## config.mk

```make
export PLATFORM = sky130hd
export DESIGN_NAME = cap_unit
export DESIGN_NICKNAME = d
export VERILOG_FILES = /design/src/rtl/cap_pkg.sv /design/src/rtl/cap_mode_dec.sv /design/src/rtl/cap_edge_det.sv /design/src/rtl/cap_prescaler.sv /design/src/rtl/cap_unit.sv
export SDC_FILE = /design/constraint.sdc
export NUM_CORES = 1
export LEC_CHECK = 0
export BUFFER_PORTS_ARGS = -buffer_cell sky130_fd_sc_hd__buf_2
export CAP_MARGIN = 40
export CORE_ASPECT_RATIO = 0.7
export CORE_MARGIN = 4
export CORE_UTILIZATION = 30
export CTS_CLUSTER_DIAMETER = 120
export CTS_CLUSTER_SIZE = 25
export DETAILED_ROUTE_END_ITERATION = 16
export PLACE_DENSITY = 0.54
export SETUP_SLACK_MARGIN = 0.2
export SLEW_MARGIN = 10
export SYNTH_ARGS = -nofsm -noshare
export SYNTH_HDL_FRONTEND = slang
export SYNTH_SLANG_ARGS = --single-unit
export TNS_END_PERCENT = 20
```

## constraint.sdc

```tcl
create_clock -name clk_i -period 1.77 [get_ports clk_i]
set_input_delay 0.0885 -clock clk_i [delete_from_list [all_inputs] [get_ports clk_i]]
set_output_delay 0.0885 -clock clk_i [all_outputs]
set_load 0.01 [all_outputs]
```

## src/rtl/cap_pkg.sv

```systemverilog
package cap_pkg;
  typedef enum logic [1:0] {
    EV_NONE = 2'd0,
    EV_FALL = 2'd1,
    EV_RISE = 2'd2,
    EV_PRE  = 2'd3
  } ev_kind_e;
endpackage

```

## src/rtl/cap_mode_dec.sv

```systemverilog
module cap_mode_dec #(
  parameter int MW    = 4,
  parameter int R_LO  = 4,
  parameter int R_HI  = 16,
  parameter int PS_W  = $clog2(R_HI)
) (
  input  logic [MW-1:0]    mode_i,
  output logic             cap_en_o,
  output cap_pkg::ev_kind_e ev_o,
  output logic [PS_W-1:0]  ratio_m1_o
);
  import cap_pkg::*;

  localparam logic [PS_W-1:0] LO_M1 = PS_W'(R_LO - 1);
  localparam logic [PS_W-1:0] HI_M1 = PS_W'(R_HI - 1);

  always_comb begin
    cap_en_o   = (mode_i[3:2] == 2'b01);
    ev_o       = EV_NONE;
    ratio_m1_o = '0;
    if (cap_en_o) begin
      unique case (mode_i[1:0])
        2'b00: ev_o = EV_FALL;
        2'b01: ev_o = EV_RISE;
        2'b10: begin ev_o = EV_PRE; ratio_m1_o = LO_M1; end
        default: begin ev_o = EV_PRE; ratio_m1_o = HI_M1; end
      endcase
    end
  end
endmodule

```

## src/rtl/cap_edge_det.sv

```systemverilog
module cap_edge_det (
  input  logic clk_i,
  input  logic rst_ni,
  input  logic pin_i,
  output logic rise_o,
  output logic fall_o
);
  logic prev_q;

  // history runs in every mode
  always_ff @(posedge clk_i or negedge rst_ni) begin
    if (!rst_ni) prev_q <= 1'b0;
    else         prev_q <= pin_i;
  end

  assign rise_o = pin_i & ~prev_q;
  assign fall_o = ~pin_i & prev_q;


  edge_excl_chk: assert property (@(posedge clk_i) disable iff (!rst_ni)
    !(rise_o && fall_o));
endmodule

```

## src/rtl/cap_prescaler.sv

```systemverilog
module cap_prescaler #(
  parameter int PS_W = 4
) (
  input  logic            clk_i,
  input  logic            rst_ni,
  input  logic            cap_en_i,
  input  logic            pre_en_i,
  input  logic            rise_i,
  input  logic [PS_W-1:0] ratio_m1_i,
  output logic            tick_o
);
  logic [PS_W-1:0] cnt_q;
  logic            wrap;

  // stale counts above the new limit wrap at once
  assign wrap   = (cnt_q >= ratio_m1_i);
  assign tick_o = pre_en_i & rise_i & wrap;

  always_ff @(posedge clk_i or negedge rst_ni) begin
    if (!rst_ni)             cnt_q <= '0;
    else if (!cap_en_i)      cnt_q <= '0;
    else if (pre_en_i && rise_i)
      cnt_q <= wrap ? '0 : cnt_q + 1'b1;
  end


  pre_clr_chk: assert property (@(posedge clk_i) disable iff (!rst_ni)
    !cap_en_i |=> (cnt_q == '0));


  pre_step_chk: assert property (@(posedge clk_i) disable iff (!rst_ni)
    (cap_en_i && pre_en_i && rise_i && (cnt_q < ratio_m1_i))
      |=> (cnt_q == PS_W'($past(cnt_q) + 1'b1)));


  pre_hold_chk: assert property (@(posedge clk_i) disable iff (!rst_ni)
    (cap_en_i && !rise_i) |=> $stable(cnt_q));
endmodule

```

## src/rtl/cap_unit.sv

```systemverilog
module cap_unit #(
  parameter int TW   = 16,
  parameter int MW   = 4,
  parameter int R_LO = 4,
  parameter int R_HI = 16
) (
  input  logic          clk_i,
  input  logic          rst_ni,
  input  logic [MW-1:0] mode_i,
  input  logic          tmr_sel_i,
  input  logic          pin_i,
  input  logic [TW-1:0] tmr_a_i,
  input  logic [TW-1:0] tmr_b_i,
  input  logic          flag_clr_i,
  output logic [TW-1:0] cap_val_o,
  output logic          flag_o
);
  import cap_pkg::*;

  localparam int PS_W = $clog2(R_HI);

  logic            cap_en, rise, fall, tick, fire;
  ev_kind_e        ev;
  logic [PS_W-1:0] ratio_m1;
  logic [TW-1:0]   tmr_sel, cap_q;
  logic            flag_q;

  cap_mode_dec #(.MW(MW), .R_LO(R_LO), .R_HI(R_HI), .PS_W(PS_W)) u_dec (
    .mode_i    (mode_i),
    .cap_en_o  (cap_en),
    .ev_o      (ev),
    .ratio_m1_o(ratio_m1)
  );

  cap_edge_det u_edge (
    .clk_i (clk_i),
    .rst_ni(rst_ni),
    .pin_i (pin_i),
    .rise_o(rise),
    .fall_o(fall)
  );

  cap_prescaler #(.PS_W(PS_W)) u_pre (
    .clk_i     (clk_i),
    .rst_ni    (rst_ni),
    .cap_en_i  (cap_en),
    .pre_en_i  (ev == EV_PRE),
    .rise_i    (rise),
    .ratio_m1_i(ratio_m1),
    .tick_o    (tick)
  );

  assign tmr_sel = tmr_sel_i ? tmr_b_i : tmr_a_i;

  always_comb begin
    unique case (ev)
      EV_FALL: fire = fall;
      EV_RISE: fire = rise;
      EV_PRE:  fire = tick;
      default: fire = 1'b0;
    endcase
  end

  always_ff @(posedge clk_i or negedge rst_ni) begin
    if (!rst_ni)   cap_q <= '0;
    else if (fire) cap_q <= tmr_sel;
  end

  // capture beats clear
  always_ff @(posedge clk_i or negedge rst_ni) begin
    if (!rst_ni)         flag_q <= 1'b0;
    else if (fire)       flag_q <= 1'b1;
    else if (flag_clr_i) flag_q <= 1'b0;
  end

  assign cap_val_o = cap_q;
  assign flag_o    = flag_q;


  no_cap_off_chk: assert property (@(posedge clk_i) disable iff (!rst_ni)
    !cap_en |-> !fire);


  flag_set_chk: assert property (@(posedge clk_i) disable iff (!rst_ni)
    fire |=> flag_o);


  flag_hold_chk: assert property (@(posedge clk_i) disable iff (!rst_ni)
    (flag_o && !flag_clr_i) |=> flag_o);


  cap_load_chk: assert property (@(posedge clk_i) disable iff (!rst_ni)
    fire |=> (cap_val_o == $past(tmr_sel_i ? tmr_b_i : tmr_a_i)));


  cap_keep_chk: assert property (@(posedge clk_i) disable iff (!rst_ni)
    !fire |=> $stable(cap_val_o));
endmodule

```

==> metrics.md <==
| Metric | Value |
|---|---|
| Status | `complete, no violations` |
| Die width | `103.2 um` |
| Antenna viol nets, final | `0` |
| Clock Path Buffers | `2` |
| Static leakage | `0.001257 uW` |
| DRC Markers | `0` |
| Routed vias | `1,902` |
| First drt pass iteration count | `4` |
| Nets | `approximately 320` |
| P_sw | `414.7 uW` |
| Clk sink count | `22` |
| Power Density | `495.4 nW/um2` |
| Placement Setup Slack | `about 8.9 ps` |
| Area contributors post-synth | `dfrtp_1 29%, nand3_1 11%, mux2_2 9.5%` |
| Drt wl/cell | `about 16 um` |
| Netlist Area Pre-Place | `1902 um2` |
| Final setup violation count | `0` |
| Die height | `74.62 um` |
| Most frequent cells after synthesis | `43 x nand3_1, 22 x dfrtp_1, 17 x a21oi_1` |
| CTS HTree Levels | `1` |
| Critical-path top delay cell | `dfrtp_1` |
| Syn_nets | `between 200 and 300` |
| Ratio of cells with drive above 1 in the final layout | `50.55%` |
| Comb pwr share | `34.8%` |
| Row Count | `23` |
| Cell chain of the critical path | `ha_4 -> o211ai_1 -> o21a_2 -> buf_12 -> buf_16 -> mux2_4 -> nand3_2` |
| Cell family with most CP delay | `flip-flops` |
| Clock latency at the later pin of the worst-skew pair | `270 ps` |
| Starting density of the core | `32.08%` |
| CTS tree | `yes` |
| Top-level port count | `58` |
| RSZ-0062 raised after global routing | `yes` |
| Post-synthesis async set-or-reset flop share | `100.0%` |
| Total Die Area | `7698 um2` |
| Vias in the first global route | `roughly 1.7k` |
| Rel. slew slack | `62.98%` |
| Clock Power Share | `25.0%` |
| Critical Path Source Type | `register` |
| Crit path arrival time | `1940 ps` |
| Largest net degree at the start of global routing | `34` |
| Final Non-Filler Cells | `346` |
| Total track usage | `14.69%` |
| Bufs and invs on worst path | `2` |
| Root buf cell | `clkbuf_8` |
| Sw frac | `31.16%` |
| Gpl congestion | `0.7712` |
| Worst EP required | `1980 ps` |
| Syn_area_per_cell | `8.929 um2` |
| Seq cells post-synth | `22` |
| Total CTS buffers | `3` |
| First-pass GRT wire length | `8735 um` |
| Crit path max fanout | `5` |
| Max-capacitance violation count | `0` |
| Clk pin slew, worst setup/hold paths | `approximately 90 ps` |
| DR vias/cell | `about 5.5` |
| Critical path class | `reg2reg` |
| Post-synth EDFFs | `0` |
| Post-Syn Instances | `213` |
| Number of DRC markers in iteration 0 | `99` |
| N_diodes | `0` |
| Core Region | `5928 um2` |
| Cell-internal power | `between 900 and 1000 uW` |
| Final Hold Fails | `0` |
| DP HPWL | `3747 um` |
| Sequential share of the synthesized area | `~29%` |
| Slew Limit Fails | `0` |
| Final period utilization | `a little over nine tenths` |
| Routed WL | `5693 um` |
| Grt total ovfl | `0` |
| Sequential power share | `40.2%` |
| Post-synth top area share | `28.95%` |
| Post-layout power | `1331 uW` |
| Main synth FF type | `dfrtp_1` |
| Clock period minus worst slack | `1735 ps` |
| CP max stage delay | `440 ps` |
| Area Growth Syn to Fin | `41.25%` |
| Worst-Margin Slew | `555.2 ps` |
| Worst Hold Class | `in2reg` |
| Fin Clk Skew | `1.617 ps` |
| Max frequency | `576.4 MHz` |
| Setup WS post-layout | `between 30 and 40 ps` |
| I/O Buffers | `57` |
| Synth warn | `0` |
| Initial antenna violation count | `0` |
| Top-count cell post-synth | `nand3_1` |
| Synth area leader | `dfrtp_1` |
| Placed insts | `336` |
| Netlist cell types | `30` |
| VDD IR max | `0.3122 mV` |
| Nature of the critical path endpoint | `register` |
==> cells by family after synthesis <==
family                     after synthesis  share of synthesized area, %
adders and majority gates                5                         3.289
buffers and inverters                   28                         6.974
DFF                                     22                         28.95
and+or+nand+nor                         84                         28.95
muxes                                   32                         17.89
AOI/OAI and AO/OA                       41                         13.49
xor gates and xnor gates                 1                        0.4606
==> path summary, 6_finish.rpt <==
path	startpoint	end	slack, ps	depth (start not counted)
worst min-delay path	flag_clr_i	flag_o$_DFFE_PN0P_	130	3
worst min register to register	flag_o$_DFFE_PN0P_	flag_o$_DFFE_PN0P_	510	2
worst max-delay path	u_pre.cnt_q[3]$_DFFE_PN0P_	cap_val_o[15]$_DFFE_PN0P_	40	7
min in group asynchronous	rst_ni	cap_val_o[7]$_DFFE_PN0P_	340	2
max in group asynchronous	rst_ni	cap_val_o[5]$_DFFE_PN0P_	1070	2
worst max register to register	u_pre.cnt_q[3]$_DFFE_PN0P_	cap_val_o[15]$_DFFE_PN0P_	40	7
==> layer usage <==
layer | wire [um] | track usage (%) | vias up
met3 | 377 | 3.611 | 4
met1 | 2667 | 20.94 | 911
li1 | - | - | 926
met2 | 2587 | 22.96 | 61
met4 | 60 | 2.730 | 0
met5 | 0 | 0 | -
==> stage by stage <==
| step | hold WS [ps] | instance area, um2 | setup TNS [ps] | utilization (%) |
|---|---|---|---|---|
| 2_1_floorplan | -207.1 | 2073 | 0 | - |
| 3_3_place_gp | 106.8 | 2430 | 0 | 40.99 |
| 3_5_place_dp | 106.3 | 2430 | 0 | 40.99 |
| 4_1_cts | 144.6 | 2570 | 0 | 43.35 |
| 5_1_grt | 156.7 | 2686 | -74.29 | 45.31 |
| 6_report | 134.6 | 2686 | 0 | 45.31 |
==> layout by cell type (no fill, tap or decap), types with 14 or more instances in the layout <==
cell and n:
a211oi_1 14, a21oi_1 16, buf_2 57, buf_4 14, dfrtp_1 22, mux2_4 16
mux2i_1 16, nand3_1 28, nand3_2 25, nand4b_1 16
==> tightest hold or removal path, stage by stage <==
cell      delay, ps
buf_2            70
nand2b_1         90
o221ai_1        100
==> state kept, by name, indices dropped and copies added, names as in the netlist <==
name           cells
cap_val_o         16
u_pre.cnt_q        4
flag_o             1
u_edge.prev_q      1
==> power groups by stage <==
stage	Clock, uW	Combinational, uW	Sequential [uW]
3_3_place_gp	0	385	544
2_1_floorplan	0	267	549
3_5_place_dp	0	388	544
6_report	333	463	534
4_1_cts	341	427	534
5_1_grt	367	506	537
==> area by class of cell <==
| cell class | count | area (um2) |
|---|---|---|
| Fill cell | 577 | 3242 |
| Tap cell | 75 | 93.84 |
| Multi-Input combinational cell | 163 | 1420 |
| Sequential cell | 22 | 550.5 |
| Clock buffer | 3 | 41.29 |
| Inverter | 2 | 7.507 |
| Timing Repair Buffer | 81 | 573.1 |
==> timing repair <==
| item | in CTS | in global routing |
|---|---|---|
| setup endpoints to repair | 20 | 21 |
| endpoints found under the hold margin | 23 | 0 |
| buffers inserted | 1 | 1 |
| pin swaps | 0 | 5 |
| gates cloned | 2 | 1 |
| resized for setup | 2 | 20 |
| hold buffers | 2 | 0 |
Note: power is estimated with default switching activity, not from simulation.
